$ cat config.mk
export PLATFORM = sky130hd
export DESIGN_NAME = irq_tree_agg
export DESIGN_NICKNAME = d
export VERILOG_FILES = /design/src/rtl/irq_tree_pkg.sv /design/src/rtl/irq_tree_ctrl.sv /design/src/rtl/irq_tree_dp.sv /design/src/rtl/irq_tree_agg.sv
export SDC_FILE = /design/constraint.sdc
export NUM_CORES = 1
export LEC_CHECK = 0
export BUFFER_PORTS_ARGS = -buffer_cell sky130_fd_sc_hd__buf_2
export CORE_ASPECT_RATIO = 1.5
export CORE_UTILIZATION = 35
export DETAILED_ROUTE_END_ITERATION = 12
export GPL_ROUTABILITY_DRIVEN = 0
export SLEW_MARGIN = 20
export SYNTH_ARGS = -nofsm -noshare
export SYNTH_HDL_FRONTEND = slang
export SYNTH_SLANG_ARGS = --single-unit
$ cat constraint.sdc
create_clock -name clk -period 5.17 [get_ports clk]
set_input_delay 1.034 -clock clk [delete_from_list [all_inputs] [get_ports clk]]
set_output_delay 1.034 -clock clk [all_outputs]
set_load 0.03 [all_outputs]
$ cat src/rtl/irq_tree_pkg.sv
package irq_tree_pkg;

  typedef enum logic [1:0] {
    TRIG_RISE = 2'b00,
    TRIG_FALL = 2'b01,
    TRIG_HIGH = 2'b10,
    TRIG_LOW  = 2'b11
  } trig_e;

  // Strobes from the bus control to the line datapath
  typedef struct packed {
    logic       cfgWr;
    logic       typeWr;
    logic [2:0] lineSel;
    logic [7:0] data;
  } strobe_t;

  localparam int A_ROOT = 0;
  localparam int A_BSEL = 1;
  localparam int A_CFG  = 2;
  localparam int A_TYPE = 3;
  localparam int A_LIVE = 4;
  localparam int A_LAT  = 5;
  localparam int A_MST0 = 8;

  // Configuration byte fields
  localparam int CF_WE    = 7;
  localparam int CF_CLR   = 6;
  localparam int CF_MRISE = 5;
  localparam int CF_MFALL = 4;

endpackage

$ cat src/rtl/irq_tree_ctrl.sv
module irq_tree_ctrl
  import irq_tree_pkg::*;
#(
  parameter int ADDR_W      = 4,
  parameter int NUM_MASTERS = 2
) (
  input  logic                     clk,
  input  logic                     rstN,
  input  logic [ADDR_W-1:0]        busAddr,
  input  logic                     busWr,
  input  logic                     busRd,
  input  logic [7:0]               busWrData,
  input  logic [7:0]               liveByte,
  input  logic [7:0]               latByte,
  input  logic [NUM_MASTERS*8-1:0] masterBytes,
  input  logic [NUM_MASTERS-1:0]   masterSum,
  output logic [7:0]               blkSel,
  output strobe_t                  st,
  output logic [7:0]               busRdData
);

  logic [7:0] rootByte;
  logic [7:0] rdMux;

  always_comb begin
    st.cfgWr   = busWr && (int'(busAddr) == A_CFG);
    st.typeWr  = busWr && (int'(busAddr) == A_TYPE);
    st.lineSel = (int'(busAddr) == A_TYPE) ? busWrData[6:4] : busWrData[2:0];
    st.data    = busWrData;
  end

  always_ff @(posedge clk or negedge rstN) begin
    if (!rstN) blkSel <= '0;
    else if (busWr && (int'(busAddr) == A_BSEL)) blkSel <= busWrData;
  end

  // Root bit 0 is reserved; master m sits at bit m+1
  always_comb begin
    rootByte = '0;
    for (int m = 0; m < NUM_MASTERS; m++) rootByte[m+1] = masterSum[m];
  end

  always_comb begin
    rdMux = '0;
    case (int'(busAddr))
      A_ROOT:  rdMux = rootByte;
      A_BSEL:  rdMux = blkSel;
      A_LIVE:  rdMux = liveByte;
      A_LAT:   rdMux = latByte;
      default: begin
        for (int m = 0; m < NUM_MASTERS; m++)
          if (int'(busAddr) == A_MST0 + m) rdMux = masterBytes[m*8 +: 8];
      end
    endcase
  end

  always_ff @(posedge clk or negedge rstN) begin
    if (!rstN) busRdData <= '0;
    else if (busRd) busRdData <= rdMux;
  end

endmodule

$ cat src/rtl/irq_tree_dp.sv
module irq_tree_dp
  import irq_tree_pkg::*;
#(
  parameter int NUM_LINES   = 72,
  parameter int NUM_BLOCKS  = 9,
  parameter int NUM_MASTERS = 2
) (
  input  logic                     clk,
  input  logic                     rstN,
  input  logic [NUM_LINES-1:0]     rawIn,
  input  logic [7:0]               blkSel,
  input  strobe_t                  st,
  output logic [7:0]               liveByte,
  output logic [7:0]               latByte,
  output logic [NUM_MASTERS*8-1:0] masterBytes,
  output logic [NUM_MASTERS-1:0]   masterSum,
  output logic                     hostIrq
);

  localparam int LPAD = NUM_BLOCKS * 8;
  localparam int BPAD = NUM_MASTERS * 8;

  logic [LPAD-1:0] rawPad;
  logic [LPAD-1:0] latPad;
  logic [LPAD-1:0] enPad;
  logic [BPAD-1:0] blockSum;
  logic            unusedCfg;

  assign unusedCfg = ^st.data[3:2];

  for (genvar i = 0; i < NUM_LINES; i++) begin : g_line
    logic  prevIn, maskRise, maskFall, latched, setNow, selHit;
    trig_e trig;

    assign selHit = (blkSel == 8'(i / 8)) && (st.lineSel == 3'(i % 8));

    always_comb begin
      unique case (trig)
        TRIG_RISE: setNow = rawIn[i] && !prevIn;
        TRIG_FALL: setNow = !rawIn[i] && prevIn;
        TRIG_HIGH: setNow = rawIn[i];
        default:   setNow = !rawIn[i];
      endcase
      if (maskRise && maskFall) setNow = 1'b0;
    end

    always_ff @(posedge clk or negedge rstN) begin
      if (!rstN) begin
        prevIn   <= 1'b0;
        maskRise <= 1'b1;
        maskFall <= 1'b1;
        trig     <= TRIG_RISE;
        latched  <= 1'b0;
      end else begin
        prevIn <= rawIn[i];
        if (st.typeWr && selHit) trig <= trig_e'(st.data[1:0]);
        if (st.cfgWr && selHit && st.data[CF_WE]) begin
          maskRise <= st.data[CF_MRISE];
          maskFall <= st.data[CF_MFALL];
        end
        if (st.cfgWr && selHit && st.data[CF_WE] && st.data[CF_CLR]) latched <= 1'b0;
        else if (setNow) latched <= 1'b1;
      end
    end

    assign rawPad[i] = rawIn[i];
    assign latPad[i] = latched;
    assign enPad[i]  = !(maskRise && maskFall);
  end

  if (LPAD > NUM_LINES) begin : g_linePad
    assign rawPad[LPAD-1:NUM_LINES] = '0;
    assign latPad[LPAD-1:NUM_LINES] = '0;
    assign enPad[LPAD-1:NUM_LINES]  = '0;
  end

  for (genvar b = 0; b < NUM_BLOCKS; b++) begin : g_block
    assign blockSum[b] = |(latPad[b*8 +: 8] & enPad[b*8 +: 8]);
  end

  if (BPAD > NUM_BLOCKS) begin : g_blockPad
    assign blockSum[BPAD-1:NUM_BLOCKS] = '0;
  end

  for (genvar m = 0; m < NUM_MASTERS; m++) begin : g_master
    assign masterSum[m] = |blockSum[m*8 +: 8];
  end

  assign masterBytes = blockSum;

  always_comb begin
    liveByte = '0;
    latByte  = '0;
    for (int b = 0; b < NUM_BLOCKS; b++) begin
      if (blkSel == 8'(b)) begin
        liveByte = rawPad[b*8 +: 8];
        latByte  = latPad[b*8 +: 8];
      end
    end
  end

  always_ff @(posedge clk or negedge rstN) begin
    if (!rstN) hostIrq <= 1'b0;
    else hostIrq <= |masterSum;
  end

endmodule

$ cat src/rtl/irq_tree_agg.sv
module irq_tree_agg
  import irq_tree_pkg::*;
#(
  parameter int NUM_LINES = 72,
  parameter int ADDR_W    = 4
) (
  input  logic                 clk,
  input  logic                 rstN,
  input  logic [NUM_LINES-1:0] rawIn,
  input  logic [ADDR_W-1:0]    busAddr,
  input  logic                 busWr,
  input  logic                 busRd,
  input  logic [7:0]           busWrData,
  output logic [7:0]           busRdData,
  output logic                 hostIrq
);

  localparam int NUM_BLOCKS  = (NUM_LINES + 7) / 8;
  localparam int NUM_MASTERS = (NUM_BLOCKS + 7) / 8;

  strobe_t                  st;
  logic [7:0]               blkSel;
  logic [7:0]               liveByte;
  logic [7:0]               latByte;
  logic [NUM_MASTERS*8-1:0] masterBytes;
  logic [NUM_MASTERS-1:0]   masterSum;

  irq_tree_ctrl #(.ADDR_W(ADDR_W), .NUM_MASTERS(NUM_MASTERS)) u_ctrl (
    .clk(clk), .rstN(rstN), .busAddr(busAddr), .busWr(busWr), .busRd(busRd),
    .busWrData(busWrData), .liveByte(liveByte), .latByte(latByte),
    .masterBytes(masterBytes), .masterSum(masterSum), .blkSel(blkSel),
    .st(st), .busRdData(busRdData)
  );

  irq_tree_dp #(.NUM_LINES(NUM_LINES), .NUM_BLOCKS(NUM_BLOCKS), .NUM_MASTERS(NUM_MASTERS)) u_dp (
    .clk(clk), .rstN(rstN), .rawIn(rawIn), .blkSel(blkSel), .st(st),
    .liveByte(liveByte), .latByte(latByte), .masterBytes(masterBytes),
    .masterSum(masterSum), .hostIrq(hostIrq)
  );

endmodule

# [After elaboration in Yosys (flattened, before gate mapping)]
# Index checks and enable logic that the tools add are counted.
# W data, S select, Z words.
[totals] in_bits=88 ff_bits=449 wordCells=1802
[op_classes] bitwise=9 n_mux=310 eq_ne=167 n_reduce_logical=953
[op_table] op="$logic_and A1 B1 Y1" count=579
[op_table] op="$logic_not A1 Y1" count=216
[op_table] op="$mux W1" count=216
[op_table] op="$pmux W1 S3" count=72
[op_table] op="$mux W8" count=20
[op_table] op="$eq A2 B1 Y1 const B" count=72
[op_table] op="$eq A2 B2 Y1 const B" count=72
[op_table] op="$logic_not A2 Y1" count=72
[op_table] op="$reduce_bool A2 Y1" count=72
[op_table] op="$and A8 B8 Y8" count=9
[op_table] op="$reduce_or A72 Y1" count=1
[op_table] op="$reduce_or A8 Y1" count=9
[op_table] op="$reduce_or A64 Y1" count=1
[op_table] op="$eq A8 B3 Y1 const B" count=4
[op_table] op="$pmux W8 S4" count=1
[op_table] op="$eq A4 B3 Y1 const B" count=4
[op_table] op="$eq A8 B2 Y1 const B" count=2
[op_table] op="$eq A3 B3 Y1 const B" count=4
[op_table] op="$eq A4 B4 Y1 const B" count=2
[op_table] op="$eq A8 B1 Y1 const B" count=1
[op_table] op="$eq A8 B4 Y1 const B" count=1
[op_table] op="$logic_not A8 Y1" count=1
[op_table] op="$eq A3 B2 Y1 const B" count=2
[op_table] op="$eq A4 B1 Y1 const B" count=1
[op_table] op="5 further kinds" count=5

# [Logic depth before layout (Yosys ltp)]
# Gate-level depths: netlist of the first run.
[depth] ltp_word=11 ltp_mapped=9 ltp_nobuf=6

# [Hierarchy]
# Synthesis of the first run repeated with hierarchy kept, for this count alone.
[hier_totals] cells_unflattened=1865 area_unflattened_um2=20888.8
[modules_own_cells] mod="irq_tree_dp" cells_each=1772 instances=1 area_each_um2=19791.5
[modules_own_cells] mod="irq_tree_ctrl" cells_each=93 instances=1 area_each_um2=1097.3

# [Least setup slack after synthesis of the first run]
# OpenSTA, ideal clock, no wires.
[synth_path] kind="in2reg" from="in busAddr[3]" to="reg u_dp.g_line[45].trig[0]" n_path_buf=1 arrival_ns=2.839 slack_ns=2.206 required_time_ns=5.045 path_stages=7 cell_sequence="buf_4 and4bb_4 mux2i_2 nor2b_1 nand2_1 nor2_1 mux2_2"
[synth_via] elab_chain_len=5 elab_cells_between_ends=6
[synth_rtl] element="start, declared" line="irq_tree_agg.sv:10" rtl="input logic [ADDR_W-1:0] busAddr,"
[synth_rtl] element="$eq A4 B3 Y1 (*)" line="irq_tree_ctrl.sv:27, irq_tree_ctrl.sv:28"
[synth_rtl] element="$mux W3" line="irq_tree_ctrl.sv:28" rtl="st.lineSel = (int'(busAddr) == A_TYPE) ? busWrData[6:4] : busWrData[2:0];"
[synth_rtl] element="$eq A3 B3 Y1" line="irq_tree_dp.sv:35" rtl="assign selHit = (blkSel == 8'(i / 8)) && (st.lineSel == 3'(i % 8));"
[synth_rtl] element="$logic_and A1 B1 Y1" line="irq_tree_dp.sv:35"
[synth_rtl] element="$logic_and A1 B1 Y1 (*)" line="irq_tree_dp.sv:56" rtl="if (st.typeWr && selHit) trig <= trig_e'(st.data[1:0]);"
[synth_rtl] element="end signal, assigned" line="irq_tree_dp.sv:56"
[synth_rtl] element="end, declared" line="irq_tree_dp.sv:33" rtl="trig_e trig;"
# Mark *: on every way between the ends. The rest lies on a longest branch, timed or not.
# A chain may end at the register's enable or synchronous reset.

# [Worst setup path in the final report of the first run]
[layout_path] from="reg u_ctrl.blkSel[1]" to="reg u_ctrl.busRdData[2]"
[layout_via] elab_chain_len=11 elab_cells_between_ends=28
[layout_rtl] element="start, declared" line="irq_tree_ctrl.sv:17" rtl="output logic [7:0] blkSel,"
[layout_rtl] element="$logic_not A8 Y1" line="irq_tree_dp.sv:95" rtl="if (blkSel == 8'(b)) begin"
[layout_rtl] element="$mux W8 (9 in series)" line="irq_tree_dp.sv:95"
[layout_rtl] element="$pmux W8 S4 (*)" line="irq_tree_ctrl.sv:45" rtl="case (int'(busAddr))"
[layout_rtl] element="end signal, assigned" line="irq_tree_ctrl.sv:59" rtl="else if (busRd) busRdData <= rdMux;"
[layout_rtl] element="end, declared" line="irq_tree_ctrl.sv:19" rtl="output logic [7:0] busRdData"
# Marks and branches as above.

==> results.ini, run 1 <==
[power]
p_sw_w=0.001996
swShare=0.2614
seqPwrFrac=0.483
power_density_nw_per_um2=323.5
p_clk_frac=0.416
power.leakage_nw=9.768
p_int_w=0.005641
combPwrFrac=0.101
vdd_ir_drop_max_uv=203.7
p_total_w=0.007637

[global_route]
grt_pass1_wl_um=97280
grt_antenna_before_repair=3
grt_max_degree=128
grt_pass1_vias=15840
gr-total-overflow=0
grt_usage=0.2118

[job]
maxCapViolCount=0

[sta]
period_share=0.6560
finalSetupTns_ps=0
fin_worst_skew_ps=23.48
maxSlewHeadroom=0.2524
setup_viol=0
final_max_slew_viol_count=0
min_period_ps=3392
fin_hold_ws_ps=387.5
finalHoldViolCount=0
worst_slack_ps=1778
worstMarginPinSlew_ps=1119
rsz0062_at_grt=no
fmax_ghz=0.2949

[synth]
synth.area.top_cells=dfrtp_1 (36%), dfstp_2 (18%), mux2_2 (14%)
syn_inst=1940
synth_cell_types=72
synth_area_um2=20930
async_flop_share=1.000
synth_enable_flop_cells=0
synth.avg_cell_area_um2=10.79
ys_ff_latch=449
synth-main-ff-cell=dfrtp_1
yosys.area.top_type=dfrtp_1
syn-num-nets=2028
seq_area_frac_synth=0.5454
synthDominantCellAreaShare=0.3646
synth_warnings=0
synthTopCellsByCount=dfrtp_1 (305), mux2_2 (265), nand2_1 (253)
yosysMostFrequentCell=dfrtp_1

[floorplan]
die_h_um=301.5
ioPinCount=97
core.rowCount=109
start_util=0.3545
core_um2=59050
dieArea_um2=60810
die-width_um=201.7

[worst_setup_path]
crit_arrival_ps=3830
cp-start-kind=flip-flop
crit_path_end_kind=flip-flop
cp.required_ps=5610
critPathMaxFanout=22
path_class=reg -> reg

[finish]
area.growth.synth_to_final_pct=12.77
diodes=0
drive_above_1_share=0.3170
n_fill_cell=5694
final_nets=2100
final_cells=2821

[place]
place_ws_ps=1682
dp.cells=2744
dp_hpwl_um=45390
port_buffers=96

[cts]
ctsHoldBuffers=0
clockBufferDepth=3
cts_tree=yes
clk_pin_slew_ps=70
post_cts_buffers=0
clkLatencyLatePin_ps=560
numCtsBuffers=42
htreeDepth=2
cts.sinks=449
clockRootBuffer=clkbuf_16
cts_resized=0

[routing]
dr.pass1.iters=5
num_vias=15480
totalWireLength_um=64470
drc_errors=0
viasPerCell=5.489
dr.first_iter.drc_count=1072
antenna_left=0
wire_per_inst_um=22.85

[status]
status=finished clean

[hold_path]
hold_path.class=in -> async

## layer usage
| layer | wire length (um) | vias to the layer above | GRT usage |
|---|---|---|---|
| met4 | 4281 | 4 | 0.1317 |
| met1 | 24750 | 7876 | 0.2456 |
| met2 | 32570 | 486 | 0.3708 |
| met5 | 20 | - | 0 |
| met3 | 2845 | 170 | 0.02712 |
| li1 | - | 6948 | - |
## final cells by class
cell class	count	area, um2	share of cell area
clock buffer	69	1304	0.05523
clock inverter	7	91.34	0.003869
inverter	82	307.8	0.01304
multi-input combinational	1318	8788	0.3723
sequential	449	11420	0.4837
tap	777	972.2	0.04119
timing repair buffer	119	723.2	0.03064
## power groups by stage
stage	Clock (W)	Combinational, W	Sequential (W)
after floorplan	0	0.000423	0.00369
after global placement	0	0.000759	0.00374
after detailed placement	0	0.000772	0.00374
after CTS	0.00324	0.000775	0.00368
after global routing	0.00337	0.000830	0.00369
final	0.00318	0.000775	0.00368
## critical path, stage by stage (launching register included)
cell and delay (ps):
dfrtp_2 820, nor2b_1 370, buf_4 280, and4b_1 460, a22o_1 340, a211oi_1 550
nor4_1 90, o32a_1 350
## state kept, by name, indices dropped and copies added, names as in the netlist
| name | cells |
|---|---|
| u_dp.g_line.trig | 144 |
| u_dp.g_line.latched | 72 |
| u_dp.g_line.maskFall | 72 |
| u_dp.g_line.maskRise | 72 |
| u_dp.g_line.prevIn | 72 |
| u_ctrl.blkSel | 8 |
| u_ctrl.busRdData | 8 |
| u_dp.hostIrq | 1 |
## kinds of logic after synthesis
group / share of synthesized area
xor gates and xnor gates: 0.0004185
AOI/OAI and AO/OA: 0.1252
DFF: 0.5454
and+or+nand+nor: 0.1169
buffers and inverters: 0.03485
muxes: 0.1772
## cell usage in the layout (no fill, tap or decap), types with 5 or more instances in the layout
master / synthesis / layout
a22oi_1: 44 / 44
buf_2: 22 / 94
a221o_1: 5 / 5
mux4_2: 8 / 8
a31oi_1: 24 / 24
buf_4: 6 / 20
mux2_2: 265 / 265
clkbuf_16: 0 / 43
and3_1: 10 / 10
mux2i_1: 12 / 12
inv_1: 81 / 81
mux2_1: 30 / 30
clkbuf_8: 0 / 13
nand4_1: 10 / 10
nand2_2: 5 / 5
clkbuf_1: 55 / 13
nor2b_1: 5 / 5
o21ai_0: 170 / 170
dfrtp_1: 305 / 303
o221ai_1: 6 / 6
nor2_1: 180 / 179
a21oi_1: 160 / 160
nand2_1: 253 / 253
nor2_4: 9 / 9
nor4_1: 6 / 6
a22o_1: 7 / 7
and2_1: 8 / 8
nand3_1: 6 / 6
nor2_2: 10 / 11
dfstp_2: 144 / 144
o211ai_1: 12 / 12
or3_1: 5 / 5
## metrics by stage
stage	utilization	cell area [um2]
after floorplan	-	20930
after global placement	0.3756	22180
after detailed placement	0.3756	22180
after CTS	0.3993	23580
after global routing	0.3997	23610
final	0.3997	23610
## path summary, 6_finish.rpt
check / start / to / slack [ps] / cells past startpoint
worst max-delay path: u_ctrl.blkSel[1] / u_ctrl.busRdData[2] / 1780 / 7
worst min-delay path: rstN / u_dp.g_line[31].trig[1] / 390 / 1
worst max register to register: u_ctrl.blkSel[1] / u_ctrl.busRdData[2] / 1780 / 7
worst min register to register: u_dp.g_line[13].trig[0] / u_dp.g_line[13].trig[0] / 510 / 1
max in group asynchronous: rstN / u_dp.g_line[66].trig[1] / 3450 / 3
min in group clk: u_dp.g_line[13].trig[0] / u_dp.g_line[13].trig[0] / 510 / 1
Note: power is estimated with default switching activity, not from simulation.
==> run 2, diff against run 1 <==
clock period = 3.06 ns   (was 5.17 ns; I/O delays follow)
==> run 2 against run 1 <==
Compared with the run above:
- fmax increased by 20%
- via count rose by 1.3%
- routed wire length is 0.70% higher
- first-iteration DRC count rose by 5.9%
- final cell count grew 2.0%
- power increased by 68%
==> results.ini, run 2 (synthesis results as in run 1) <==
[routing]
dr.pass1.iters=5  ; unchanged
wire_per_inst_um=22.56  ; was 22.85 um
drc_errors=0  ; unchanged
viasPerCell=5.451  ; was 5.489
dr.first_iter.drc_count=1135  ; was 1072
antenna_left=0  ; unchanged
totalWireLength_um=64910  ; was 64470 um
num_vias=15680  ; was 15480

[cts]
clkLatencyLatePin_ps=560  ; about the same
cts.sinks=449  ; unchanged
numCtsBuffers=42  ; unchanged
clockRootBuffer=clkbuf_16  ; unchanged
ctsHoldBuffers=0  ; unchanged
clockBufferDepth=3  ; unchanged
cts_tree=yes  ; unchanged
cts_resized=0  ; unchanged
post_cts_buffers=0  ; unchanged
htreeDepth=2  ; unchanged
clk_pin_slew_ps=70  ; about the same

[finish]
ff_latch_area_um2=11420  ; unchanged
final_common_cell=dfrtp_1  ; unchanged
final_nets=2155  ; was 2100
utilization=0.4062  ; was 0.3997
mostFrequentLayoutCells=dfrtp_1 (303), mux2_2 (265), nand2_1 (253)  ; unchanged
final_cells=2877  ; was 2821
multiInputGateArea_um2=8786  ; was 8788 um2
diodes=0  ; unchanged
regMostFlops=u_dp.g_line.trig  ; unchanged
area.growth.synth_to_final_pct=14.59  ; was 12.77%
drive_above_1_share=0.3305  ; was 0.3170
n_fill_cell=5576  ; was 5694
largest_register_ff_count=144  ; unchanged

[worst_setup_path]
endpoint=u_ctrl.busRdData[0]  ; was u_ctrl.busRdData[2]
reg2reg_slack_ps=240  ; was 1780 ps
rr_startpoint=u_ctrl.blkSel[7]  ; was u_ctrl.blkSel[1]
startpoint=u_ctrl.blkSel[7]  ; was u_ctrl.blkSel[1]
cp.required_ps=3520  ; was 5610 ps
reg2regPathDepth=6  ; was 7
r2r_end=u_ctrl.busRdData[0]  ; was u_ctrl.busRdData[2]
crit_arrival_ps=3280  ; was 3830 ps
crit_path_end_kind=flip-flop  ; unchanged
cp-start-kind=flip-flop  ; unchanged
critPathMaxFanout=11  ; was 22
path_class=reg -> reg  ; unchanged

[place]
place_ws_ps=76.60  ; was 1682 ps
port_buffers=96  ; unchanged
dp.cells=2800  ; was 2744
dp_hpwl_um=47250  ; was 45390 um

[hold_path]
hold_path.class=in -> async  ; unchanged

[sta]
rsz0062_at_grt=no  ; unchanged
worst_slack_ps=239.7  ; was 1778 ps
fmax_ghz=0.3546  ; was 0.2949 GHz
finalSetupTns_ps=0  ; unchanged
fin_hold_ws_ps=48.13  ; was 387.5 ps
maxSlewHeadroom=0.2657  ; was 0.2524
fin_worst_skew_ps=17.66  ; was 23.48 ps
finalHoldViolCount=0  ; unchanged
setup_viol=0  ; unchanged
period_share=0.9217  ; was 0.6560
min_period_ps=2820  ; was 3392 ps
final_max_slew_viol_count=0  ; unchanged
worstMarginPinSlew_ps=1097  ; was 1119 ps

[floorplan]
ioPinCount=97  ; unchanged
start_util=0.3545  ; unchanged
dieArea_um2=60810  ; unchanged
die-width_um=201.7  ; unchanged
die_h_um=301.5  ; unchanged
core_um2=59050  ; unchanged
core.rowCount=109  ; unchanged

[global_route]
grt_pass1_vias=16010  ; was 15840
grt_antenna_before_repair=0  ; was 3
grt_max_degree=81  ; was 128
grt_pass1_wl_um=98590  ; was 97280 um
gr-total-overflow=0  ; unchanged
grt_usage=0.2145  ; was 0.2118

[power]
power.leakage_nw=10.01  ; was 9.768 nW
power_density_nw_per_um2=536.1  ; was 323.5 nW/um2
vdd_ir_drop_max_uv=359.2  ; was 203.7 uV

[status]
status=finished clean  ; unchanged

[job]
maxCapViolCount=0  ; unchanged

==> run 2: cell types whose count changed in the layout (fill, tap and decap cells not counted), sizes merged <==
cell,previous run,this run
clkbuf,69,72
buf,119,174
clkinvlp,1,0
clkinv,4,3
==> run 2: critical path, cell delays in order (launching register included) <==
cell	delay [ps]
dfrtp_1	470
or4_4	630
nor2_2	390
nand2_1	230
o21ai_0	500
a31oi_1	210
o32ai_1	280
==> run 2: through the flow <==
stage / total power, W / cell area [um2]
5_1_grt: 0.01326 / 23990
2_1_floorplan: 0.006951 / 20930
3_3_place_gp: 0.007687 / 22650
4_1_cts: 0.01295 / 23990
6_report: 0.01286 / 23990
3_5_place_dp: 0.007711 / 22650
==> run 2: worst min path at each step <==
stage	start	endpoint	slack [ps]	cells after the start
CTS	rstN	u_dp.g_line[15].trig[0]	60	1
finish	rstN	u_dp.g_line[7].prevIn	50	1
floorplan	rstN	u_ctrl.blkSel[0]	320	0
global route	rstN	u_dp.g_line[15].prevIn	90	1
detailed placement	u_dp.g_line[41].trig[0]	u_dp.g_line[41].trig[0]	490	2
global placement	u_dp.g_line[41].trig[0]	u_dp.g_line[41].trig[0]	480	2
==> run 2: power breakdown <==
part           switching, W  total, W  internal, W  leakage [nW]
logic              0.000962   0.00143     0.000465          4.21
clock network       0.00229   0.00524      0.00296         0.647
registers          0.000130   0.00619      0.00606          5.16
==> run 2: layer usage <==
layer	part of all wire	vias up	global-route usage	wire, um
met3	0.045	157	0.02421	2902
met1	0.38	8018	0.2488	24820
met4	0.057	0	0.1181	3686
met2	0.52	455	0.3846	33510
li1	-	7052	-	-
met5	0	-	0	0
==> run 2: area by class of cell <==
cell class / count / share of cell area
Clock inverter: 5 / 0.003443
Tap cell: 777 / 0.04053
Multi-Input combinational cell: 1318 / 0.3663
Timing Repair Buffer: 174 / 0.04851
Inverter: 82 / 0.01283
Sequential cell: 449 / 0.4761
Clock buffer: 72 / 0.05232
==> run 3, diff against run 2 <==
BUFFER_PORTS_ARGS = -buffer_cell sky130_fd_sc_hd__buf_4   (was -buffer_cell sky130_fd_sc_hd__buf_2)
PLACE_DENSITY = 0.55   (was not set)
==> run 3 against run 2 <==
Compared with the run above:
- count of clock-buffer cells in the layout decreased by 4
- final cell count grew 0.24%
- critical path depth unchanged
- largest power group unchanged
- routed wire length grew 2.5%
- register-to-register slack got worse by 20 ps
- sequential share of layout area down 1.0 points
- largest cell class unchanged
- core utilization increased by 0.89 points
- via count about the same
- clock skew decreased by 1.4 ps
- die area unchanged
==> results.ini, run 3 (synthesis results as in run 1) <==
[worst_setup_path]
r2r_end=u_ctrl.busRdData[1]  ; was u_ctrl.busRdData[0]
slowest_stage=nor4_1  ; was or4_4
path_cells=nand2_1 -> a22oi_1 -> nand4_1 -> nor4_1 -> a21oi_1 -> o32a_1  ; was or4_4 -> nor2_2 -> nand2_1 -> o21ai_0 -> a31oi_1 -> o32ai_1
crit_path_end_kind=flip-flop  ; unchanged
cp-start-kind=flip-flop  ; unchanged
critPathMaxFanout=2  ; was 11
reg2reg_slack_ps=220  ; was 240 ps
crit_arrival_ps=3280  ; about the same
path_class=reg -> reg  ; unchanged
cp.required_ps=3500  ; was 3520 ps
rr_startpoint=u_dp.g_line[3].maskRise  ; was u_ctrl.blkSel[7]
reg2regPathDepth=6  ; unchanged
max_stage_delay_ps=660  ; was 630 ps

[sta]
maxSlewHeadroom=0.3107  ; was 0.2657
rsz0062_at_grt=no  ; unchanged
fin_worst_skew_ps=16.28  ; was 17.66 ps
finalHoldViolCount=0  ; unchanged
setup_viol=0  ; unchanged
finalSetupTns_ps=0  ; unchanged
worst_slack_ps=220.1  ; was 239.7 ps
worstMarginPinSlew_ps=1030  ; was 1097 ps
period_share=0.9281  ; was 0.9217
fmax_ghz=0.3521  ; was 0.3546 GHz
final_max_slew_viol_count=0  ; unchanged
min_period_ps=2840  ; was 2820 ps

[routing]
dr.first_iter.drc_count=888  ; was 1135
antenna_left=0  ; unchanged
drc_errors=0  ; unchanged
wire_per_inst_um=23.08  ; was 22.56 um
dr.pass1.iters=5  ; unchanged
num_vias=15670  ; was 15680
totalWireLength_um=66550  ; was 64910 um
viasPerCell=5.434  ; was 5.451

[cts]
post_cts_buffers=0  ; unchanged
cts.sinks=449  ; unchanged
cts_resized=0  ; unchanged
cts_tree=yes  ; unchanged
htreeDepth=2  ; unchanged
ctsHoldBuffers=0  ; unchanged
clkLatencyLatePin_ps=570  ; was 560 ps
numCtsBuffers=44  ; was 42
clockBufferDepth=3  ; unchanged
clockRootBuffer=clkbuf_16  ; unchanged
clk_pin_slew_ps=60  ; was 70 ps

[power]
p_sw_w=0.003476  ; was 0.003377 W
swShare=0.2589  ; was 0.2626
power_density_nw_per_um2=547.8  ; was 536.1 nW/um2
seqPwrFrac=0.461  ; was 0.481
p_clk_frac=0.425  ; was 0.408
power.leakage_nw=10.23  ; was 10.01 nW
vdd_ir_drop_max_uv=341.9  ; was 359.2 uV
combPwrFrac=0.114  ; was 0.111
p_int_w=0.009950  ; was 0.009481 W

[place]
dp_hpwl_um=47800  ; was 47250 um
port_buffers=96  ; unchanged
place_ws_ps=261.1  ; was 76.60 ps
placed_cell_area_um2=23000  ; was 22650 um2

[floorplan]
die_h_um=301.5  ; unchanged
die-width_um=201.7  ; unchanged
core_um2=59050  ; unchanged
ioPinCount=97  ; unchanged
core.rowCount=109  ; unchanged
start_util=0.3545  ; unchanged
dieArea_um2=60810  ; unchanged

[status]
status=finished clean  ; unchanged

[finish]
largest_register_ff_count=144  ; unchanged
mostFrequentLayoutCells=dfrtp_1 (303), mux2_2 (265), nand2_1 (253)  ; unchanged
final_common_cell=dfrtp_1  ; unchanged
multiInputGateArea_um2=8786  ; unchanged
ff_latch_area_um2=11420  ; unchanged
diodes=0  ; unchanged
n_fill_cell=5604  ; was 5576
final_nets=2160  ; was 2155
area.growth.synth_to_final_pct=17.09  ; was 14.59%
regMostFlops=u_dp.g_line.trig  ; unchanged
design_area_um2=24510  ; was 23990 um2
drive_above_1_share=0.3374  ; was 0.3305

[global_route]
grt_usage=0.2216  ; was 0.2145
grt_pass1_vias=16260  ; was 16010
grt_max_degree=80  ; was 81
grt_antenna_before_repair=0  ; unchanged
gr-total-overflow=0  ; unchanged
grt_pass1_wl_um=101600  ; was 98590 um

[hold_path]
hold_path.class=in -> async  ; unchanged

[job]
maxCapViolCount=0  ; unchanged

==> run 3: cell count changes in the layout (fill, tap and decap cells not counted) <==
cell        previous run  this run
buf_2                 95         0
clkbuf_8               7        10
clkinv_8               0         1
bufinv_16              2         4
clkinvlp_4             0         1
clkinv_4               1         0
inv_6                  1         0
clkinv_2               1         7
clkbuf_1              22        12
buf_4                 71       162
buf_12                 7        14
clkbuf_16             43        46
==> run 3: how the worst max path moves through the flow <==
stage,startpoint,to,depth (start not counted)
after CTS,u_ctrl.blkSel[1],u_ctrl.busRdData[7],7
after global placement,busAddr[3],u_dp.g_line[19].maskRise,8
after global routing,u_dp.g_line[3].maskRise,u_ctrl.busRdData[1],6
final,u_dp.g_line[3].maskRise,u_ctrl.busRdData[1],6
after detailed placement,busAddr[3],u_dp.g_line[27].maskFall,8
after floorplan,busAddr[3],u_dp.g_line[45].trig[0],7
==> run 3: layout make-up <==
type	instances	area share
sequential	449	0.4659
multi-input combinational	1318	0.3585
timing repair buffer	177	0.06167
clock buffer	68	0.05442
tap	777	0.03967
inverter	82	0.01256
clock inverter	13	0.007300
==> run 3: through the flow <==
step | std cells | hold WS, ps | utilization | total power, W
after floorplan | 1940 | 316.4 | - | 0.006951
after global placement | 2803 | 479.6 | 0.3894 | 0.007804
after detailed placement | 2803 | 488.7 | 0.3894 | 0.007827
after CTS | 2884 | 53.30 | 0.4150 | 0.01355
after global routing | 2884 | 58.34 | 0.4150 | 0.01387
final | 2884 | 21.99 | 0.4150 | 0.01343
==> run 3: per-layer routing <==
metal / routed length, um / up-vias / global-route usage / share of wire
met5: 0 / - / 0 / 0
met4: 3663 / 0 / 0.1165 / 0.055
met3: 2453 / 149 / 0.02356 / 0.037
met2: 33460 / 425 / 0.3865 / 0.50
met1: 26980 / 8025 / 0.2695 / 0.41
li1: - / 7073 / - / -
==> run 3: power by group through the flow <==
stage / clock (W) / sequential (W) / combinational, W
global placement: 0 / 0.00628 / 0.00152
detailed placement: 0 / 0.00629 / 0.00154
floorplan: 0 / 0.00624 / 0.000714
CTS: 0.00582 / 0.00619 / 0.00155
finish: 0.00570 / 0.00619 / 0.00154
global route: 0.00602 / 0.00620 / 0.00165
==> run 3: critical path, delay by kind of cell (launching register included) <==
| family | cells | cell delay, ps |
|---|---|---|
| flops | 1 | 530 |
| simple gates | 3 | 1300 |
| compound gates | 3 | 880 |
